[config.mk]
export PLATFORM = sky130hd
export DESIGN_NAME = alu32_flags
export DESIGN_NICKNAME = d
export VERILOG_FILES = /design/src/rtl/alu32_flags.sv
export SDC_FILE = /design/constraint.sdc
export NUM_CORES = 1
export LEC_CHECK = 0
export CORE_AREA = 2 2 164 166
export DETAILED_ROUTE_END_ITERATION = 10
export DIE_AREA = 0 0 166 168
export SETUP_SLACK_MARGIN = 0.5
export SLEW_MARGIN = 20
export SYNTH_ARGS = -nofsm -noshare
export SYNTH_HDL_FRONTEND = slang
export SYNTH_SLANG_ARGS = --single-unit
[constraint.sdc]
create_clock -name clk -period 12.6 [get_ports clk]
set_input_delay 1.26 -clock clk [delete_from_list [all_inputs] [get_ports clk]]
set_output_delay 1.26 -clock clk [all_outputs]
set_load 0.005 [all_outputs]
[src/rtl/alu32_flags.sv]
module alu32_flags #(
  parameter int W = 32
) (
  input  logic         clk,
  input  logic         rst_n,
  input  logic         in_valid,
  input  logic [7:0]   opcode,
  input  logic [W-1:0] reg_val,
  input  logic [W-1:0] rm_val,
  output logic         out_valid,
  output logic [W-1:0] result,
  output logic         wr_en,
  output logic         dst_is_reg,
  output logic         flags_en,
  output logic [3:0]   flags,
  output logic         illegal
);
  localparam int MSB = W - 1;

  logic [2:0] grp;
  logic       shape_ok, dir;
  logic       is_add, is_sub, is_and, is_or, is_xor, is_cmp, legal, take;
  logic [W-1:0] lhs, rhs, res_c;
  logic [W:0]   sum_x, diff_x;
  logic         cf_c, of_c;

  assign grp      = opcode[5:3];
  assign shape_ok = opcode[0] & ~opcode[2] & (opcode[7:6] == 2'b00);
  assign is_add   = shape_ok & (grp == 3'b000);
  assign is_or    = shape_ok & (grp == 3'b001);
  assign is_and   = shape_ok & (grp == 3'b100);
  assign is_sub   = shape_ok & (grp == 3'b101);
  assign is_xor   = shape_ok & (grp == 3'b110);
  assign is_cmp   = shape_ok & (grp == 3'b111);
  assign legal    = is_add | is_or | is_and | is_sub | is_xor | is_cmp;
  assign take     = in_valid & legal;

  assign dir = opcode[1];
  assign lhs = dir ? reg_val : rm_val;
  assign rhs = dir ? rm_val  : reg_val;

  assign sum_x  = {1'b0, lhs} + {1'b0, rhs};
  assign diff_x = {1'b0, lhs} - {1'b0, rhs};

  always_comb begin
    res_c = '0;
    cf_c  = 1'b0;
    of_c  = 1'b0;
    if (is_add) begin
      res_c = sum_x[MSB:0];
      cf_c  = sum_x[W];
      of_c  = (lhs[MSB] == rhs[MSB]) & (sum_x[MSB] != lhs[MSB]);
    end else if (is_sub | is_cmp) begin
      res_c = diff_x[MSB:0];
      cf_c  = diff_x[W];
      of_c  = (lhs[MSB] != rhs[MSB]) & (diff_x[MSB] != lhs[MSB]);
    end else if (is_and) begin
      res_c = lhs & rhs;
    end else if (is_or) begin
      res_c = lhs | rhs;
    end else if (is_xor) begin
      res_c = lhs ^ rhs;
    end
  end

  always_ff @(posedge clk) begin
    if (!rst_n) begin
      out_valid  <= 1'b0;
      result     <= '0;
      wr_en      <= 1'b0;
      dst_is_reg <= 1'b0;
      flags_en   <= 1'b0;
      flags      <= '0;
      illegal    <= 1'b0;
    end else begin
      out_valid  <= in_valid;
      result     <= take ? res_c : '0;
      wr_en      <= take & ~is_cmp;
      dst_is_reg <= in_valid & dir;
      flags_en   <= take;
      flags      <= take ? {res_c[MSB], ~|res_c, cf_c, of_c} : 4'b0000;
      illegal    <= in_valid & ~legal;
    end
  end


  valid_follow_chk: assert property (@(posedge clk) disable iff (!rst_n)
    !in_valid |=> !out_valid && !wr_en && !flags_en && !illegal);


  illegal_quiet_chk: assert property (@(posedge clk) disable iff (!rst_n)
    illegal |-> !wr_en && !flags_en && flags == 4'b0000);


  sign_zero_chk: assert property (@(posedge clk) disable iff (!rst_n)
    wr_en |-> flags[3] == result[MSB] && flags[2] == (result == '0));


  logic_flags_chk: assert property (@(posedge clk) disable iff (!rst_n)
    in_valid && (is_and || is_or || is_xor) |=> flags[1:0] == 2'b00);


  cmp_nowrite_chk: assert property (@(posedge clk) disable iff (!rst_n)
    in_valid && is_cmp |=> flags_en && !wr_en);


  add_carry_chk: assert property (@(posedge clk) disable iff (!rst_n)
    in_valid && is_add |=> flags[1] == (result < $past(reg_val)));


  sub_borrow_chk: assert property (@(posedge clk) disable iff (!rst_n)
    in_valid && is_sub |=> flags[1] == ($past(opcode[1]) ?
      ($past(reg_val) < $past(rm_val)) : ($past(rm_val) < $past(reg_val))));


  dir_chk: assert property (@(posedge clk) disable iff (!rst_n)
    in_valid |=> dst_is_reg == $past(opcode[1]));
endmodule

# --- Word-level counts from Yosys, hierarchy flattened ---
# Index checks and enable logic that the tools add are counted.
op_classes:
  addsub: 2
  eq_ne: 9
  n_mux: 11
  bitwise: 26
  n_reduce_logical: 5
op_table:
  columns: ["operator", "n"]
  rows:
  - ["$mux W32", 7]
  - ["$add A32 B32 Y33", 1]
  - ["$sub A32 B32 Y33", 1]
  - ["$and A32 B32 Y32", 1]
  - ["$or A32 B32 Y32", 1]
  - ["$reduce_or A32 Y1", 1]
  - ["$xor A32 B32 Y32", 1]
  - ["$and A1 B1 Y1", 14]
  - ["$eq A3 B3 Y1 const B", 4]
  - ["$or A1 B1 Y1", 6]
  - ["$mux W1", 4]
  - ["$eq A3 B1 Y1 const B", 1]
  - ["$logic_not A3 Y1", 1]
  - ["$ne A1 B1 Y1", 3]
  - ["$not A1 Y1", 3]
  - ["$logic_not A2 Y1", 1]
  - ["$reduce_and A2 Y1", 1]
  - ["$eq A1 B1 Y1", 1]
  - ["$logic_not A1 Y1", 1]
word_totals:
  register_bits: 41
  inputBits: 75
  wordCells: 60

# --- Depth between registers and ports, before layout ---
# Gate-level depths: netlist of the first run.
logic_depth:
  depth_word: 11
  ltp_mapped: 19

# --- Least setup slack after synthesis of the first run ---
# No wires, ideal clock.
synth_path:
  kind: "input port to flip-flop"
  startpoint: "input port opcode[1]"
  endpoint: "register flags[2]"
  arrival_time_ns: 5.155
  required_time_ns: 12.539
  slack_ns: 7.384
  path_stages: 17
  path_buffers: 2
  cell_sequence: "clkbuf_1 buf_1 mux2i_1 inv_1 fa_1 nor3_1 a211o_1 a211o_1 a211oi_1 a2111o_1 nand2_1 nand2_1 a41oi_1 o2111ai_1 nor4_2 and4b_1 and4_1"
synth_between:
  elab_chain_cells: 9
  word_cells_on_any_way: 14
  classes_between: "add/sub (2); mux (7); bitwise (3); reduce/logical (2)"
synth_lines:
  columns: ["item", "line_no", "text"]
  rows:
  - ["start: declaration", "7", "input logic [7:0] opcode,"]
  - ["parallel branches: the longest is 6 deep, another holds $sub A32 B32 Y33", null, null]
  - ["$mux W32 (*)", "49", "if (is_add) begin"]
  - ["$reduce_or A32 Y1 (*)", "81", "flags <= take ? {res_c[MSB], ~|res_c, cf_c, of_c} : 4'b0000;"]
  - ["$logic_not A1 Y1 (*)", "81", null]
  - ["end signal: assignment", "81", null]
  - ["end: declaration", "15", "output logic [3:0] flags,"]
# Mark *: on every way between the ends.
# A chain may end at the register's enable or synchronous reset.

# --- Final worst setup path of the first run ---
# Same ends and word-level chain as after synthesis.

==> flow_summary.json, run 1 <==
{
  "grt_max_degree": 53,
  "tightestPinTransition_ns": 0.999,
  "yosysWarnings": 0,
  "tritoncts": "built",
  "synth_area_per_cell_um2": 7.06,
  "comb_power_share": 0.581,
  "cp-startpoint": "opcode[1]",
  "crit_fanout": 33,
  "cts_setup_buffers": 0,
  "cts_resized": 0,
  "hold_path_class": "in -> reg",
  "via_per_inst": 5.77,
  "clk_pin_slew_ns": 0.07,
  "worst_slack_ns": 6.84,
  "min_period_ns": 5.76,
  "cp.depth": 16,
  "grt_pass1_vias": 8078,
  "antennaDiodeCount": 0,
  "initial_utilization": 0.284,
  "dr.pass1.iters": 8,
  "fin_util": 0.342,
  "fmax_mhz": 174,
  "post_layout_nonfiller_instances": 1465,
  "switching_share": 0.457,
  "dieArea_mm2": 0.0279,
  "grt_use_total": 0.194,
  "synthFlopType": "dfxtp_1",
  "pre_cts_ws_ns": 6.70,
  "nets": 1295,
  "setup-violations-final": 0,
  "vias": 8455,
  "ios": 116,
  "ys_ff_latch": 40,
  "n_fill_cell": 2749,
  "synthTopCellsByArea": "ha_1 16%, dfxtp_1 11%, mux2i_1 9.6%, a21oi_1 5.9%, inv_1 5.2%",
  "yosysSeqAreaShare": 0.107,
  "synth_edf_count": 0,
  "status": "finished, final reports clean",
  "path_buf_inv": 2,
  "p_total_mw": 0.677,
  "drcViolationCount": 0,
  "slowest_stage": "a31oi_1",
  "layout_commonest_cell": "clkdlybuf4s50_1",
  "cp_slowest_stage_delay_ns": 0.60,
  "cts_buffers": 5,
  "p_int_mw": 0.368,
  "drt-total-wl_mm": 28.4,
  "holdPathStages": 2,
  "die_x_um": 166,
  "portBuffers": 115,
  "place_inst": 1457,
  "grt_pass1_wl_mm": 44.2,
  "seq_power_share": 0.188,
  "h-tree-depth": 2,
  "vdd_drop_max_mv": 0.0470,
  "core-area_mm2": 0.0264,
  "p_leak_nw": 3.83,
  "crit_chain": "buf_4, mux2i_1, inv_1, ha_1, a211oi_1, o21ai_1, a311oi_1, o211ai_1, a31oi_1, o21ai_1, a21oi_1, nor3b_1, a31oi_1, a21boi_0, o211a_1, and4_1",
  "drt_iter0_drc": 720,
  "postCtsHoldBufs": 0,
  "synth_top_area_cell": "ha_1",
  "cap_violations": 0,
  "crit_family": "compound AO/OA/AOI/OAI gates",
  "rsz0062_at_grt": "no",
  "worstPathArrival_ns": 6.01,
  "rows": 60,
  "layout-drive-gt1-share": 0.0365,
  "grt_antenna_before_repair": 0,
  "avgRoutedWirePerCell_um": 19.4,
  "maxSlewHeadroom": 0.332,
  "largest_registers": "result x32, flags x3",
  "hpwlAfterDp_mm": 21.3,
  "crit_type": "in -> reg",
  "syn_inst": 1062,
  "power_density_mw_per_mm2": 75.1,
  "numClockSinks": 40,
  "place.gp.congestion": 0.983,
  "cp.required_ns": 12.84,
  "power.switching_mw": 0.310,
  "final_max_slew_viol_count": 0,
  "area_growth_pct": 20.4,
  "cp-end-kind": "flip-flop",
  "clockBufferDepth": 2,
  "tns_ns": 0,
  "ant_nets": 0,
  "final_cell_mix": "113 x clkdlybuf4s50_1, 103 x inv_1, 102 x nor2_1",
  "synth_top_area_frac": 0.159,
  "root_buffer": "clkbuf_16",
  "regMostFlops": "result",
  "synth_area_mm2": 0.00749,
  "holdCritStartpoint": "in_valid",
  "overflow": 0,
  "p_clk_frac": 0.231,
  "die-height_um": 168,
  "synth_cell_types": 83,
  "async_reset_ff_frac": 0,
  "synthesis.nets": 1234,
  "finalHoldViolations": 0,
  "finalCritPeriodShare": 0.457,
  "startpoint_type": "primary input",
  "largest_register_ffs": 32
}
[through the flow]
step | instance area [µm²] | hold WS, ns
finish | 9020 | 1.60
global placement | 8850 | 1.92
global route | 9020 | 1.64
floorplan | 7490 | 1.41
detailed placement | 8850 | 1.90
CTS | 9020 | 1.61
[cells by family (layout without fill, tap and decap cells)]
| logic type | count (synthesis) | count (layout) | synth area share |
|---|---|---|---|
| compound gates | 358 | 358 | 0.323 |
| buf+inv | 175 | 237 | 0.0910 |
| mux | 75 | 75 | 0.101 |
| flops | 40 | 40 | 0.107 |
| xor+xnor | 9 | 9 | 0.0105 |
| simple gates | 308 | 308 | 0.204 |
| fa+ha+maj | 97 | 97 | 0.164 |
[final timing paths]
kind | endpoint | slack [ns]
worst min-delay path | out_valid$_SDFF_PN0_ | 1.60
worst max-delay path | flags[2]$_SDFF_PN0_ | 6.84
[cell type report]
type	count	area [µm²]	share of cell area
flip-flops and latches	40	801	0.0888
repair buffers	124	1210	0.134
well taps	341	427	0.0473
clock buffers	5	125	0.0139
multi-input cells	847	6020	0.667
inverters	105	394	0.0437
clock inverters	3	46.3	0.00513
[power by group through the flow]
| stage | registers, mW | clock network, mW | logic (mW) |
|---|---|---|---|
| global placement | 0.130 | 0 | 0.378 |
| global route | 0.127 | 0.162 | 0.428 |
| floorplan | 0.130 | 0 | 0.269 |
| CTS | 0.127 | 0.156 | 0.384 |
| detailed placement | 0.130 | 0 | 0.382 |
| finish | 0.127 | 0.157 | 0.393 |
[cell usage after synthesis, types with 6 or more instances]
library cell / count
a211o_1: 6
a211oi_1: 15
a21o_1: 8
a21oi_1: 88
a221oi_1: 8
a22oi_1: 7
a31oi_1: 13
and2_1: 15
and3_1: 9
buf_1: 8
clkbuf_1: 54
dfxtp_1: 40
ha_1: 95
inv_1: 103
mux2i_1: 72
nand2_1: 64
nand2b_1: 12
nand3_1: 17
nand4_1: 9
nor2_1: 102
nor2b_1: 8
nor3_1: 19
nor4_1: 12
o211ai_1: 15
o21a_1: 9
o21ai_0: 61
o21bai_1: 17
o221ai_1: 7
o22ai_1: 14
o31ai_1: 16
or2_2: 7
or3_1: 10
xnor2_1: 7
[metal layers]
metal  part of all wire  up-vias  track usage  wire length [µm]
met4              0.032        0       0.0699               906
met2               0.44      454        0.313             12600
met5                  0        -            0                 0
met1               0.42     3959        0.253             12000
li1                   -     3980            -                 -
met3               0.10       62       0.0451              2840
Power figures use the tool's default switching activity.
==> run 2, diff against run 1 <==
==> constraint.sdc (replaced) <==
create_clock -name clk -period 5.6 [get_ports clk]
set_input_delay 0.56 -clock clk [delete_from_list [all_inputs] [get_ports clk]]
set_output_delay 0.56 -clock clk [all_outputs]
set_load 0.005 [all_outputs]
==> run 2 against run 1 <==
  * Global-route usage rose by 0.40 points
  * Cell area rose by 1.0%
  * First-iteration DRC count rose by 5.3%
  * Total power rose by 120%
  * Via count rose by 1.7%
  * Setup slack got worse by 6.0 ns
  * Cell count rose by 0.75%
  * Sequential power rose by 130%
  * Highest routed layer unchanged
==> flow_summary.json, run 2 (synthesis results as in run 1) <==
{
  "cap_violations": 0,
  "clockBufferDepth": 2,
  "setup-violations-final": 0,
  "area_growth_pct": 21.6,
  "startpoint_type": "primary input",
  "regMostFlops": "result",
  "p_total_mw": 1.52,
  "p_leak_nw": 3.89,
  "cts_resized": 0,
  "clk_pin_slew_ns": 0.06,
  "finalHoldViolations": 0,
  "crit_fanout": 4,
  "rsz0062_at_grt": "no",
  "cts_setup_buffers": 0,
  "finalCritPeriodShare": 0.854,
  "die-height_um": 168,
  "status": "finished, final reports clean",
  "ant_nets": 0,
  "h-tree-depth": 2,
  "grt_antenna_before_repair": 0,
  "grt_pass1_vias": 8352,
  "final_max_slew_viol_count": 0,
  "via_per_inst": 5.83,
  "cp_slowest_stage_delay_ns": 0.59,
  "overflow": 0,
  "numClockSinks": 40,
  "fmax_mhz": 209,
  "grt_max_degree": 31,
  "largest_register_ffs": 32,
  "tightestPinTransition_ns": 0.908,
  "crit_end": "flags[2]$_SDFF_PN0_",
  "grt_use_met2": 0.319,
  "min_period_ns": 4.78,
  "crit_type": "in -> reg",
  "rows": 60,
  "nets": 1306,
  "timing.hold.ws_ns": 0.750,
  "pre_cts_ws_ns": 0.610,
  "worstPathArrival_ns": 5.02,
  "antennaDiodeCount": 0,
  "postCtsHoldBufs": 0,
  "root_buffer": "clkbuf_16",
  "tritoncts": "built",
  "drt-total-wl_mm": 28.8,
  "worst_slack_ns": 0.817,
  "hold_path_class": "in -> reg",
  "initial_utilization": 0.284,
  "final_cell_mix": "113 x clkdlybuf4s50_1, 103 x inv_1, 102 x nor2_1",
  "dieArea_mm2": 0.0279,
  "vdd_drop_max_mv": 0.103,
  "slowest_stage": "o31ai_1",
  "busiest_layer": "met2",
  "dr.pass1.iters": 6,
  "grtUsageMet1": 0.256,
  "core-area_mm2": 0.0264,
  "drcViolationCount": 0,
  "maxSlewHeadroom": 0.394,
  "crit_chain": "clkdlybuf4s50_1, mux2i_1, inv_1, ha_1, inv_1, fa_1, nand3b_1, a21oi_1, o21a_1, o21ai_0, o31ai_1, a21oi_1, o2bb2ai_1, nor4_2, nand4b_1, nor4_2, and4b_1, and4_1",
  "hpwlAfterDp_mm": 22.3,
  "largest_registers": "result x32, flags x3",
  "grt_use_total": 0.198,
  "die_x_um": 166,
  "ios": 116,
  "cp-end-kind": "flip-flop",
  "fin_util": 0.346,
  "tns_ns": 0,
  "layout-drive-gt1-share": 0.0449,
  "met3_usage": 0.0449,
  "cp-startpoint": "reg_val[0]",
  "power_density_mw_per_mm2": 167,
  "vias": 8602,
  "layout_commonest_cell": "clkdlybuf4s50_1",
  "cp.required_ns": 5.83,
  "grt_pass1_wl_mm": 45.4,
  "drt_iter0_drc": 758,
  "portBuffers": 115,
  "place.gp.congestion": 0.976,
  "avgRoutedWirePerCell_um": 19.5,
  "cts_buffers": 5
}
[run 2: changes by cell type in the layout (fill, tap and decap cells not counted)]
| cell | previous run | this run |
|---|---|---|
| buf_12 | 0 | 1 |
| buf_4 | 10 | 20 |
| nand3_2 | 1 | 0 |
| nand3_1 | 16 | 17 |
[run 2: layer usage]
metal	vias up	routed length (µm)
li1	4016	-
met1	4028	12400
met2	481	12600
met3	77	2760
met4	0	1070
met5	-	0
[run 2: layout make-up]
| class | instances | area [µm²] |
|---|---|---|
| Sequential cell | 40 | 801 |
| Timing Repair Buffer | 135 | 1310 |
| Clock buffer | 5 | 125 |
| Tap cell | 341 | 427 |
| Inverter | 105 | 394 |
| Fill cell | 2766 | 17200 |
| Clock inverter | 3 | 46.3 |
| Multi-Input combinational cell | 847 | 6010 |
[run 2: worst max-delay path: cells and delay by family]
family | cells | cell delay (ns)
AND/OR/NAND/NOR | 6 | 1.22
buffers and inverters | 3 | 0.67
multiplexers | 1 | 0.13
adder cells (fa/ha/maj) | 2 | 0.67
AO/OA/AOI/OAI | 6 | 1.77
[run 2: stage by stage]
stage / cell area (µm²) / instances
CTS: 9110 / 1476
floorplan: 7490 / 1062
global route: 9110 / 1476
finish: 9110 / 1476
detailed placement: 8940 / 1468
global placement: 8940 / 1468
[run 2: worst min-delay path by stage]
stage / start / end / cells past startpoint
finish: opcode[1] / dst_is_reg$_SDFF_PN0_ / 2
detailed placement: opcode[1] / dst_is_reg$_SDFF_PN0_ / 2
global placement: opcode[1] / dst_is_reg$_SDFF_PN0_ / 2
global route: opcode[1] / dst_is_reg$_SDFF_PN0_ / 2
CTS: opcode[1] / dst_is_reg$_SDFF_PN0_ / 2
floorplan: in_valid / dst_is_reg$_SDFF_PN0_ / 1
[run 2: where the power goes]
part           internal, mW  switching (mW)  total [mW]
registers             0.286        0.000503       0.287
logic                 0.334           0.560       0.893
clock network         0.212           0.129       0.341
total                 0.832           0.689        1.52
